**src/rtl/iq_pair_receiver.sv**
```systemverilog
module iq_pair_receiver #(
  parameter int SAMPLE_W = 16
) (
  input  logic                  clk,
  input  logic                  rst_n,
  input  logic [1:0]            cfg_mode,
  input  logic                  cfg_q_first,
  input  logic                  cfg_swap,
  input  logic                  cfg_binary,
  input  logic                  in_valid,
  input  logic                  in_frame,
  input  logic [2*SAMPLE_W-1:0] in_data,
  output logic                  out_valid,
  output logic [SAMPLE_W-1:0]   out_i,
  output logic [SAMPLE_W-1:0]   out_q,
  output logic                  mode_err
);
  localparam int BUS_W  = 2 * SAMPLE_W;
  localparam int BYTE_W = SAMPLE_W / 2;
  localparam logic [1:0] M_DUAL = 2'b00;
  localparam logic [1:0] M_WORD = 2'b01;
  localparam logic [1:0] M_BYTE = 2'b10;
  localparam logic [1:0] M_BAD  = 2'b11;
  localparam logic [SAMPLE_W-1:0] TOP_BIT = {1'b1, {(SAMPLE_W-1){1'b0}}};

  logic [BUS_W-1:0]    rev_bus, bus_lane;
  logic [SAMPLE_W-1:0] rev_word, word_lane;
  logic [BYTE_W-1:0]   rev_byte, byte_lane;

  always_comb begin
    for (int k = 0; k < BUS_W; k++)    rev_bus[k]  = in_data[BUS_W-1-k];
    for (int k = 0; k < SAMPLE_W; k++) rev_word[k] = in_data[SAMPLE_W-1-k];
    for (int k = 0; k < BYTE_W; k++)   rev_byte[k] = in_data[BYTE_W-1-k];
  end

  assign bus_lane  = cfg_swap ? rev_bus  : in_data;
  assign word_lane = cfg_swap ? rev_word : in_data[SAMPLE_W-1:0];
  assign byte_lane = cfg_swap ? rev_byte : in_data[BYTE_W-1:0];

  logic [1:0]          cnt, pos, last;
  logic [1:0]          prev_mode;
  logic                prev_qf;
  logic                cfg_chg, emit;
  logic [SAMPLE_W-1:0] hold_first;
  logic [BYTE_W-1:0]   hold_hi;
  logic [SAMPLE_W-1:0] first_s, second_s, fmt_mask;

  assign mode_err = (cfg_mode == M_BAD);
  assign cfg_chg  = (cfg_mode != prev_mode) || (cfg_q_first != prev_qf);
  assign pos      = (in_frame || cfg_chg) ? 2'd0 : cnt;
  assign last     = (cfg_mode == M_WORD) ? 2'd1 : (cfg_mode == M_BYTE) ? 2'd3 : 2'd0;
  assign emit     = in_valid && !mode_err && (pos == last);
  assign fmt_mask = cfg_binary ? TOP_BIT : '0;

  always_comb begin
    case (cfg_mode)
      M_DUAL: begin
        first_s  = bus_lane[BUS_W-1:SAMPLE_W];
        second_s = bus_lane[SAMPLE_W-1:0];
      end
      M_WORD: begin
        first_s  = hold_first;
        second_s = word_lane;
      end
      M_BYTE: begin
        first_s  = hold_first;
        second_s = {hold_hi, byte_lane};
      end
      default: begin
        first_s  = hold_first;
        second_s = '0;
      end
    endcase
  end

  always_ff @(posedge clk) begin
    if (!rst_n) begin
      cnt        <= 2'd0;
      prev_mode  <= M_DUAL;
      prev_qf    <= 1'b0;
      hold_first <= '0;
      hold_hi    <= '0;
      out_valid  <= 1'b0;
      out_i      <= '0;
      out_q      <= '0;
    end else begin
      prev_mode <= cfg_mode;
      prev_qf   <= cfg_q_first;
      out_valid <= emit;
      if (mode_err) begin
        cnt <= 2'd0;
      end else if (in_valid) begin
        cnt <= emit ? 2'd0 : pos + 2'd1;
        if (cfg_mode == M_WORD && pos == 2'd0) hold_first <= word_lane;
        if (cfg_mode == M_BYTE) begin
          case (pos)
            2'd0:    hold_first[SAMPLE_W-1 -: BYTE_W] <= byte_lane;
            2'd1:    hold_first[BYTE_W-1:0] <= byte_lane;
            2'd2:    hold_hi <= byte_lane;
            default: ;
          endcase
        end
      end else if (cfg_chg) begin
        cnt <= 2'd0;
      end
      if (emit) begin
        out_i <= (cfg_q_first ? second_s : first_s) ^ fmt_mask;
        out_q <= (cfg_q_first ? first_s : second_s) ^ fmt_mask;
      end
    end
  end

  p_bad_mode_silent_r4: assert property (@(posedge clk) disable iff (!rst_n)
    (cfg_mode == M_BAD) |=> !out_valid);

  p_dual_every_beat_r1: assert property (@(posedge clk) disable iff (!rst_n)
    (cfg_mode == M_DUAL && in_valid) |=> out_valid);

  p_idle_no_output_r10: assert property (@(posedge clk) disable iff (!rst_n)
    !in_valid |=> !out_valid);

  p_word_no_back_to_back_r2: assert property (@(posedge clk) disable iff (!rst_n)
    (cfg_mode == M_WORD && $past(cfg_mode) == M_WORD && out_valid) |-> !$past(out_valid));

  p_byte_no_back_to_back_r3: assert property (@(posedge clk) disable iff (!rst_n)
    (cfg_mode == M_BYTE && $past(cfg_mode) == M_BYTE && out_valid) |-> !$past(out_valid));
endmodule

```
**config.mk**
```make
export PLATFORM = sky130hd
export DESIGN_NAME = iq_pair_receiver
export DESIGN_NICKNAME = d
export VERILOG_FILES = /design/src/rtl/iq_pair_receiver.sv
export SDC_FILE = /design/constraint.sdc
export NUM_CORES = 1
export LEC_CHECK = 0
export ABC_AREA = 1
export BUFFER_PORTS_ARGS = -buffer_cell sky130_fd_sc_hd__buf_2
export CAP_MARGIN = 25
export CORE_MARGIN = 1
export CORE_UTILIZATION = 61
export DETAILED_ROUTE_END_ITERATION = 12
export PLACE_DENSITY = 0.89
export SLEW_MARGIN = 5
export SYNTH_ARGS = -nofsm -noshare
export SYNTH_HDL_FRONTEND = slang
export SYNTH_SLANG_ARGS = --single-unit
```
**constraint.sdc**
```tcl
create_clock -name clk -period 3.8 [get_ports clk]
set_clock_uncertainty 0.05 [all_clocks]
set_input_delay 0.57 -clock clk [delete_from_list [all_inputs] [get_ports clk]]
set_output_delay 0.57 -clock clk [all_outputs]
set_load 0.005 [all_outputs]
```
=== After elaboration in Yosys (flattened, before gate mapping) ===
Cells that the tools add are included.

* Reductions and logical operators: 12
* Bitwise gates (word level): 4
* Equal/unequal tests: 8
* Add/sub/neg operators: 1
* Mux-type cells: 18

{| class="wikitable"
|+ Operator list
! kind !! count
|-
| 16-bit two-way mux || 7
|-
| 16-bit case mux with 3 select lines || 1
|-
| 32-bit two-way mux || 1
|-
| 16-bit XOR || 2
|-
| 8-bit two-way mux || 3
|-
| 2-bit two-way mux || 6
|-
| 2-bit == test, second input constant || 3
|-
| 2-bit by 1-bit == test with 1-bit output, second input constant || 2
|-
| 2-bit logical NOT || 2
|-
| 4-bit AND reduction || 1
|-
| 1-bit logical AND || 3
|-
| 2-bit by 1-bit adder with 2-bit output, second input constant || 1
|-
| 2-bit == test || 1
|-
| 1-bit logical OR || 2
|-
| 2-bit != test || 1
|-
| 1-bit inverter || 2
|-
| 2-bit AND reduction || 1
|-
| 2-bit nonzero test || 1
|-
| 2-bit OR reduction || 1
|-
| 1-bit logical NOT || 1
|-
| 1-bit != test || 1
|}

* Register bits after elaboration: 62
* Output and inout port bits: 34
* Bits of input ports: 41
* Logic and storage cells: 51

=== Longest topological paths before layout ===
Gate-level depths: netlist (run 1).

* Depth in word-level cells: 9
* Mapped depth: 16

=== Least setup slack after synthesis (run 1) ===
Ideal clock, no wire load.

* Path type: input-to-reg
* Start point: input port cfg_q_first
* End point: register hold_first[0]
* Required time: 3,634 ps
* Library setup time: 116 ps
* Buffers on the path: 1
* Arrival: 2,434 ps
* Slack: 1,200 ps
* Stages on the path: 16
* Path through: buf_4 inv_4 nand2_1 nand2_1 nand2_1 nor2_4 nand3_2 inv_1 ha_1 nand2_1 a21oi_1 inv_1 a21oi_1 o21ai_0 o211ai_1 inv_1

* Cells in the longest elaborated chain, start to end: 9
* Elaborated cells on any way between the ends: 10
* Classes of those cells: eq/ne (2); mux (4); reduce/logical (4)

{| class="wikitable"
|+ RTL lines
! item !! line !! source
|-
| start, declared || 7 || <nowiki>input logic cfg_q_first,</nowiki>
|-
| 1-bit != test (*) || 49 || <nowiki>assign cfg_chg = (cfg_mode != prev_mode) || (cfg_q_first != prev_qf);</nowiki>
|-
| 1-bit logical OR (*) || 49 ||
|-
| 1-bit logical OR (*) || 50 || <nowiki>assign pos = (in_frame || cfg_chg) ? 2'd0 : cnt;</nowiki>
|-
| 2-bit two-way mux (*) || 50 ||
|-
| 2-bit logical NOT || 94 || <nowiki>if (cfg_mode == M_WORD && pos == 2'd0) hold_first <= word_lane;</nowiki>
|-
| 1-bit logical AND || 94 ||
|-
| 16-bit two-way mux || 94 ||
|-
| 8-bit two-way mux || 96 || <nowiki>case (pos)</nowiki>
|-
| 16-bit two-way mux (*) || 95 || <nowiki>if (cfg_mode == M_BYTE) begin</nowiki>
|-
| end signal, assigned || 94 ||
|-
| end signal, assigned by index || 97 || <nowiki>2'd0: hold_first[SAMPLE_W-1 -: BYTE_W] <= byte_lane;</nowiki>
|-
| end signal, assigned by index || 98 || <nowiki>2'd1: hold_first[BYTE_W-1:0] <= byte_lane;</nowiki>
|-
| end, declared || 44 || <nowiki>logic [SAMPLE_W-1:0] hold_first;</nowiki>
|}

Every way passes the cells marked *; elsewhere a longest branch is shown, timed or not.
A chain may end at the register's enable or synchronous reset.

=== Final worst setup path (run 1) ===
* Start point: input port cfg_q_first
* End point: register hold_first[8]

* Cells in the longest elaborated chain, start to end: 9

{| class="wikitable"
|+ RTL lines
! item !! line
|-
| 1-bit != test (*) || 49
|-
| 1-bit logical OR (*) || 49
|-
| 1-bit logical OR (*) || 50
|-
| 2-bit two-way mux (*) || 50
|-
| 2-bit logical NOT (*) || 94, 96
|-
| 1-bit logical AND || 94
|-
| 16-bit two-way mux || 94
|-
| 8-bit two-way mux || 96
|-
| 16-bit two-way mux (*) || 95
|}

Marks and branches as above.

==> flow_summary.json, run 1 <==
{
  "cts_hold_buf": 0,
  "syn_to_final_growth_pct": 13.15,
  "cts_tree": "done",
  "wirelength_met1_um": 4817,
  "cp_slowest_cell": "inv_1",
  "grt_max_degree": 59,
  "start_util_pct": 64.67,
  "synth_edf_count": 0,
  "synth_cell_types": 26,
  "ys_async_sr_fraction_pct": 0,
  "wl_met3_um": 937,
  "setup_viol": 0,
  "cts_buffer_depth": 2,
  "die_area_um2": 7262,
  "pwr-share-clk_pct": 36.9,
  "internal-power_mw": 1.201,
  "fin_nets": 816,
  "total_power_mw": 1.725,
  "globalplace.congestion": 0.9643,
  "hold_viol_final": 0,
  "core_um2": 6531,
  "die_h_um": 85.22,
  "critPathCaptureType": "flop",
  "ys.flop_type": "dfxtp_1",
  "power.density_nw_per_um2": 360.9,
  "p_comb_share_pct": 22.2,
  "status": "finished clean",
  "worstHoldStart": "out_i[9]",
  "crit_type": "input port to flop",
  "fp-row-count": 29,
  "cpPeakStageDelay_ps": 270,
  "synth.avg_cell_area_um2": 5.883,
  "grt_util_all_layers_pct": 34.72,
  "synth-seq-area-share_pct": 29.38,
  "hold_class": "flop to flop",
  "routedWlPerCell_um": 14.06,
  "antenna_found_initial": 0,
  "grt_pass1_vias": 4454,
  "top_layer_used": "met4",
  "grt_overflow": 0,
  "die_w_um": 85.22,
  "drtAntennaViolNets": 0,
  "max_freq_mhz": 370.2,
  "min_period_ps": 2701,
  "path_cells": "buf_2 > inv_4 > nand2_1 > nand2_1 > nand2_1 > nor2_4 > nand3_2 > ha_1 > nand2_1 > buf_4 > a21oi_1 > buf_4 > inv_1 > a21oi_1 > o21ai_0 > o211ai_1 > inv_1",
  "synth_nets": 766,
  "crit_start": "cfg_q_first",
  "worstSkewPairLatency_ps": 350,
  "route.met2.wl_um": 5602,
  "synthCells": 718,
  "p_seq_share_pct": 41.0,
  "vdd_drop_max_v": 0.0002905,
  "rsz0062_at_grt": "false",
  "drt_iter0_drc": 397,
  "drv_cap": 0,
  "synth_seq_cells": 62,
  "route.detailed.drc": 0,
  "ioPinCount": 75,
  "synth.cell_area_um2": 4224,
  "wl_um": 11950,
  "cts-resized-gates": 0,
  "vias": 4908,
  "port_buffers": 74,
  "fin_setup_tns_ps": 0,
  "cp_max_fo": 34,
  "swShare_pct": 30.34,
  "cpMostUsedCell": "nand2_1",
  "p_leak_nw": 2.529,
  "cts_buffers": 9,
  "cp.arrival_ps": 2940,
  "required_ps": 4040,
  "tightest_slew_ps": 999.2,
  "synth_warnings": 0,
  "cts_setup_buffers": 0,
  "critPathLaunchType": "input port",
  "reg2reg_from": "prev_qf",
  "grt_pass1_wl_um": 19880,
  "cts.clk_slew.worst_paths_ps": 70,
  "clock-sinks": 62,
  "htreeDepth": 3,
  "maxSlewViolCount": 0,
  "antennaDiodeCount": 0,
  "vias_per_cell": 5.774,
  "first_pass_iters": 5,
  "timing.final.crit_share_pct": 71.08,
  "drive_gt1_share_pct": 13.58,
  "slew_headroom_pct": 33.39,
  "cts_root_buffer": "clkbuf_8",
  "dpl.hpwl_um": 8791,
  "switchingPower_mw": 0.5234
}
[metrics by stage]
stage	util, %	hold slack [ps]	area (µm²)	setup WS [ps]	cells
after floorplan	-	395.7	4224	1200	718
after global placement	69.89	408.6	4564	882.4	834
after detailed placement	69.89	417.6	4564	816.5	834
after CTS	73.18	423.6	4780	1179	850
after global routing	73.18	437.3	4780	855.4	850
final	73.18	425.6	4780	1099	850
[layer usage]
layer | vias up | track usage, %
li1 | 2401 | -
met1 | 2225 | 41.10
met2 | 238 | 57.33
met3 | 44 | 7.879
met4 | 0 | 21.11
met5 | - | 0
[critical path: cells and delay by family]
| family | cells | cell delay (ps) |
|---|---|---|
| buf+inv | 6 | 1130 |
| simple gates | 6 | 560 |
| compound gates | 4 | 440 |
| fa+ha+maj | 1 | 230 |
[path summary, 6_finish.rpt]
kind                                       to  slack [ps]  cells past startpoint
worst max-delay path            hold_first[8]        1100                     17
worst min-delay path                 out_i[9]         430                      2
worst max register to register  hold_first[8]        1270                     15
worst min register to register       out_i[9]         430                      2
[cell usage in the layout, fill, tap and decap left out, types with 2 or more instances in the layout]
master,n
nand2_1,223
nand3_1,91
inv_1,85
buf_2,74
nor2_1,68
dfxtp_1,62
o21ai_0,47
o211ai_1,39
a21oi_1,28
clkbuf_8,10
buf_4,10
o21ai_1,7
ha_1,7
nand4_1,4
clkinv_1,2
clkbuf_1,2
clkinv_2,2
bufinv_16,2
[state kept, by name, summed over array words and instances (netlist names)]
register	count
cnt	2
hold_first	16
hold_hi	8
out_i	16
out_q	16
out_valid	1
prev_mode	2
prev_qf	1
[Yosys cell counts (6+ instances only)]
cell type,number,area [µm²]
ha_1,7,87.58
a21oi_1,28,140.1
o21ai_0,47,235.2
inv_1,85,319.1
buf_2,14,70.07
o21ai_1,7,35.03
clkbuf_1,21,78.83
buf_1,6,22.52
dfxtp_1,62,1241
nand2_1,223,837.1
nand3_1,91,455.4
o211ai_1,39,292.8
nor2_1,68,255.2
[cell type report]
type / instances / area, µm²
Multi-Input combinational cell: 522 / 2445
Fill cell: 588 / 1752
Sequential cell: 62 / 1241
Timing Repair Buffer: 84 / 445.4
Inverter: 89 / 336.6
Clock buffer: 12 / 145.1
Tap cell: 77 / 96.34
Clock inverter: 4 / 70.07
[power by group through the flow]
| stage | combinational (mW) | clock, mW | sequential, mW |
|---|---|---|---|
| floorplan | 0.260 | 0 | 0.721 |
| global placement | 0.369 | 0 | 0.720 |
| detailed placement | 0.374 | 0 | 0.721 |
| CTS | 0.377 | 0.644 | 0.706 |
| global route | 0.430 | 0.676 | 0.710 |
| finish | 0.382 | 0.636 | 0.707 |
[cell families after synthesis]
logic type	synth area share (%)
AND/OR/NAND/NOR	38.42
buffers and inverters	12.74
AO/OA/AOI/OAI	16.80
flip-flops	29.38
adder cells (fa/ha/maj)	2.073
XOR/XNOR	0.5926
No activity file was read; power rests on OpenSTA's default activity.
==> inputs of run 2 (changes only) <==
Settings changed: CORE_UTILIZATION 61 to 57, PLACE_DENSITY 0.89 to 0.84.
Clock period 3.8 ns to 2.5 ns, I/O delays scaled along.
==> flow_summary.json, run 2 (synthesis results as in run 1) <==
{
  "status": "finished clean",
  "setup_viol": 0,
  "syn_to_final_growth_pct": 13.86,
  "cp_slowest_cell": "dfxtp_1",
  "antennaDiodeCount": 0,
  "cts_tree": "done",
  "critPathBufInv": 4,
  "drt_iter0_drc": 376,
  "maxSlewViolCount": 0,
  "worstHoldStart": "cfg_mode[1]",
  "clock-sinks": 62,
  "setup_ws_ps": 376.4,
  "die_w_um": 88.09,
  "cp_max_fo": 8,
  "max_freq_mhz": 470.9,
  "cts.clk_slew.worst_paths_ps": 60,
  "slew_headroom_pct": 58.94,
  "final_common_cell": "nand2_1",
  "cpPeakStageDelay_ps": 320,
  "fp-row-count": 31,
  "die_h_um": 88.09,
  "critPathLaunchType": "flop",
  "vdd_drop_max_v": 0.0003212,
  "first_pass_iters": 6,
  "cts_buffer_depth": 2,
  "drtAntennaViolNets": 0,
  "cp.arrival_ps": 2300,
  "rsz0062_at_grt": "false",
  "fin_util_pct": 66.67,
  "cts-resized-gates": 0,
  "grt_max_degree": 59,
  "post-place-cells": 861,
  "grt_overflow": 0,
  "layout_common_cells": "nand2_1, nand3_1, inv_1",
  "multiInputGateArea_um2": 2445,
  "cts_setup_buffers": 0,
  "tightest_slew_ps": 615.9,
  "routedWlPerCell_um": 13.87,
  "placed_area_um2": 4642,
  "path_cells": "inv_1 > nand2_1 > nand2_1 > nand2_1 > nor2_4 > nand3_2 > inv_1 > ha_1 > nand2_1 > a21oi_1 > inv_1 > a21oi_1 > o21ai_0 > o211ai_1 > inv_1",
  "critical_path.top_delay_family": "simple AND/OR/NAND/NOR gates",
  "drv_cap": 0,
  "reg2reg_from": "prev_mode[1]",
  "timing.final.crit_share_pct": 84.94,
  "hold_class": "input port to flop",
  "die_area_um2": 7759,
  "critPathCaptureType": "flop",
  "crit_start": "prev_mode[1]",
  "fin_setup_tns_ps": 0,
  "vias": 4881,
  "top_regs": "hold_first x16, out_i x16, out_q x16",
  "htreeDepth": 3,
  "required_ps": 2670,
  "final_cell_count_no_fill": 876,
  "stdcell_area_um2": 4810,
  "drive_gt1_share_pct": 13.90,
  "power.density_nw_per_um2": 506.8,
  "dp_slack_ps": 194.2,
  "hold_viol_final": 0,
  "globalplace.congestion": 0.9177,
  "min_period_ps": 2124,
  "vias_per_cell": 5.572,
  "crit_type": "flop to flop",
  "ioPinCount": 75,
  "route.detailed.drc": 0,
  "grt_util_all_layers_pct": 32.91,
  "fillers": 679,
  "cts_root_buffer": "clkbuf_8",
  "register_area_um2": 1241,
  "fin_nets": 821,
  "p_leak_nw": 2.533,
  "wl_um": 12150,
  "grt_pass1_vias": 4312,
  "start_util_pct": 58.55,
  "cts_hold_buf": 0,
  "port_buffers": 74,
  "worstSkewPairLatency_ps": 340,
  "dpl.hpwl_um": 8916,
  "core_um2": 7214,
  "antenna_found_initial": 0,
  "grt_pass1_wl_um": 19580,
  "cts_buffers": 9
}
run 2: cell types whose count changed in the layout (fill, tap and decap cells not counted):
cell,delta
buf_4,+4
bufinv_16,-2
clkbuf_8,+1
buf_12,+1
clkbuf_1,+1
clkinv_2,-1
run 2: layout make-up:
| class | count | share of cell area, % |
|---|---|---|
| Tap cell | 99 | 2.575 |
| Clock buffer | 14 | 3.382 |
| Multi-Input combinational cell | 522 | 50.83 |
| Inverter | 89 | 6.998 |
| Sequential cell | 62 | 25.81 |
| Timing Repair Buffer | 89 | 10.30 |
| Clock inverter | 1 | 0.1041 |
run 2: worst paths after layout:
kind	to	slack, ps	cells past startpoint
worst min register to register	out_q[12]	430	2
worst max-delay path	hold_first[2]	380	15
worst max register to register	hold_first[2]	380	15
worst min-delay path	prev_mode[1]	250	3
run 2: report_power, final:
group | internal, mW | total, mW | leakage, nW | switching (mW)
Sequential | 1.04 | 1.07 | 0.506 | 0.0312
Clock | 0.408 | 0.770 | 0.0865 | 0.362
Combinational | 0.206 | 0.592 | 1.94 | 0.386
Total | 1.66 | 2.44 | 2.53 | 0.780
run 2: metrics by stage:
stage / hold WS, ps / total power, mW
floorplan: 395.7 / 1.491
global placement: 408.3 / 1.663
detailed placement: 412.1 / 1.679
CTS: 242.9 / 2.442
global route: 262.2 / 2.582
finish: 249.1 / 2.437
run 2: routing by layer:
metal	up-vias	share of wire, %	track usage [%]
met5	-	0	0
li1	2418	-	-
met3	46	7.6	5.655
met1	2197	40	39.72
met4	0	4.6	18.18
met2	220	47	55.60
run 2: worst register-to-register path, delay by kind of cell, from the launching register on:
family                     cells  cell delay (ps)
AOI/OAI and AO/OA              4              560
and+or+nand+nor                6              550
buffers and inverters          4              410
DFF                            1              320
adders and majority gates      1              130
==> inputs of run 3 (changes only) <==
Settings changed: ABC_AREA 1 to 0, CORE_UTILIZATION 57 to 51, PLACE_DENSITY 0.84 to 0.8.
Clock period 2.5 ns to 1.8 ns, I/O delays scaled along.
==> flow_summary.json, run 3 <==
{
  "cts_root_buffer": "clkbuf_8",
  "slew_headroom_pct": 63.70,
  "yosysTopAreaCellShare_pct": 30.94,
  "cpPeakStageDelay_ps": 330,
  "fin_setup_tns_ps": -9380,
  "synth.cell_area_um2": 4011,
  "cts_hold_buf": 0,
  "core_um2": 7408,
  "cts_buffers": 9,
  "cts_tree": "done",
  "register_area_um2": 1244,
  "syn_to_final_growth_pct": 41.27,
  "dpl.hpwl_um": 8697,
  "synth_common_cells": "dfxtp_1, a21oi_1, mux2i_1",
  "multiInputGateArea_um2": 2819,
  "hold_slack_ps": 152.1,
  "p_leak_nw": 2.599,
  "final_cell_count_no_fill": 734,
  "synth_seq_cells": 62,
  "cp.arrival_ps": 2280,
  "hold_class": "input port to flop",
  "route.detailed.drc": 0,
  "timing.final.crit_share_pct": 113.8,
  "hold_viol_final": 0,
  "drtAntennaViolNets": 0,
  "first_pass_iters": 6,
  "port_buffers": 74,
  "start_util_pct": 54.15,
  "top_layer_used": "met4",
  "maxSlewViolCount": 0,
  "layout_common_cells": "buf_2, dfxtp_1, buf_4",
  "violations": "negative setup slack",
  "grt_pass1_wl_um": 19970,
  "synth_warnings": 0,
  "antennaDiodeCount": 0,
  "ys_top_cells_by_area": "dfxtp_1, mux2i_1, a21oi_1",
  "crit_type": "flop to flop",
  "wirelength_met1_um": 5289,
  "path_cells": "xor2_2 > nor3_4 > buf_4 > buf_6 > nand2_4 > o2bb2ai_4 > clkbuf_16 > buf_12 > o21ai_2 > a31oi_1",
  "cts_buffer_depth": 2,
  "globalplace.congestion": 1.023,
  "worst_r2r_path_depth": 10,
  "wl_met3_um": 1077,
  "ys.flop_type": "dfxtp_1",
  "cp_max_fo": 5,
  "top_regs": "hold_first x16, out_i x16, out_q x16",
  "htreeDepth": 3,
  "required_ps": 2030,
  "hold_depth": 2,
  "setup_viol": 59,
  "final_common_cell": "buf_2",
  "yosysMostFrequentCell": "dfxtp_1",
  "vdd_drop_max_v": 0.0004761,
  "antenna_found_initial": 0,
  "critPathLaunchType": "flop",
  "cts.clk_slew.worst_paths_ps": 80,
  "status": "complete, but fails checks",
  "total_power_mw": 3.674,
  "yosys.area.top_type": "dfxtp_1",
  "grt_max_degree": 40,
  "die_area_um2": 8224,
  "worstSkewPairLatency_ps": 360,
  "cp_slowest_cell": "dfxtp_2",
  "ys_async_sr_fraction_pct": 0,
  "die_h_um": 90.69,
  "synthCells": 503,
  "drive_gt1_share_pct": 37.80,
  "grt_overflow": 0,
  "fin_util_pct": 76.49,
  "power.density_nw_per_um2": 648.4,
  "fillers": 514,
  "stdcell_area_um2": 5667,
  "drt_iter0_drc": 328,
  "synth_cell_types": 42,
  "setup_ws_ps": -248.8,
  "ioPinCount": 75,
  "dp_slack_ps": -381.8,
  "tightest_slew_ps": 542.0,
  "synth_edf_count": 0,
  "min_period_ps": 2049,
  "placed_area_um2": 4956,
  "synth-seq-area-share_pct": 30.94,
  "synth.avg_cell_area_um2": 7.975,
  "routedWlPerCell_um": 19.29,
  "die_w_um": 90.69,
  "fin_nets": 678,
  "max_freq_mhz": 488.1,
  "vias_per_cell": 6.176,
  "clock-sinks": 62,
  "critPathCaptureType": "flop",
  "fp-row-count": 31,
  "route.met2.wl_um": 6980,
  "rsz0062_at_grt": "true",
  "grt_pass1_vias": 4235,
  "synth_nets": 551,
  "post-place-cells": 701,
  "vias": 4533,
  "wl_um": 14160,
  "drv_cap": 0,
  "grt_util_all_layers_pct": 30.56
}
-- run 3: what timing repair did --
item,in CTS,in global routing
gates cloned,0,7
resized for setup,19,69
setup endpoints to repair,24,58
pin swaps,14,10
buffers inserted,4,7
-- run 3: worst max-delay path: cells and delay by family (launching register included) --
kind,cells,cell delay (ps)
buffers and inverters,4,600
AO/OA/AOI/OAI,3,480
AND/OR/NAND/NOR,2,340
flip-flops,1,330
XOR/XNOR,1,150
-- run 3: final cells by class --
cell class / count / share of cell area [%]
clock buffer: 9 / 2.186
clock inverter: 7 / 0.8832
inverter: 13 / 0.8611
multi-input combinational: 386 / 49.75
sequential: 62 / 21.95
tap: 99 / 2.186
timing repair buffer: 158 / 22.19
-- run 3: routing by layer --
metal  vias up  global-route usage, %
li1       2055                      -
met1      2152                  34.90
met2       247                  53.60
met3        79                  5.387
met4         0                  16.80
met5         -                      0
-- run 3: final timing paths --
check,startpoint,to,slack [ps]
max,prev_mode[0],out_q[2],-250
min,cfg_mode[1],prev_mode[1],150
max reg2reg,prev_mode[0],out_q[2],-250
min reg2reg,out_q[15],out_q[15],430
-- run 3: logic make-up after synthesis --
kind of cell	after synthesis	synth area share [%]
adders and majority gates	7	2.183
AOI/OAI and AO/OA	178	26.64
and+or+nand+nor	136	17.41
buffers and inverters	55	6.456
xor gates and xnor gates	6	1.497
muxes	59	14.88
DFF	62	30.94
-- run 3: power breakdown --
group          internal, mW  switching [mW]  total [mW]
combinational         0.487           0.559        1.05
clock                 0.500           0.634        1.13
sequential             1.44          0.0514        1.49
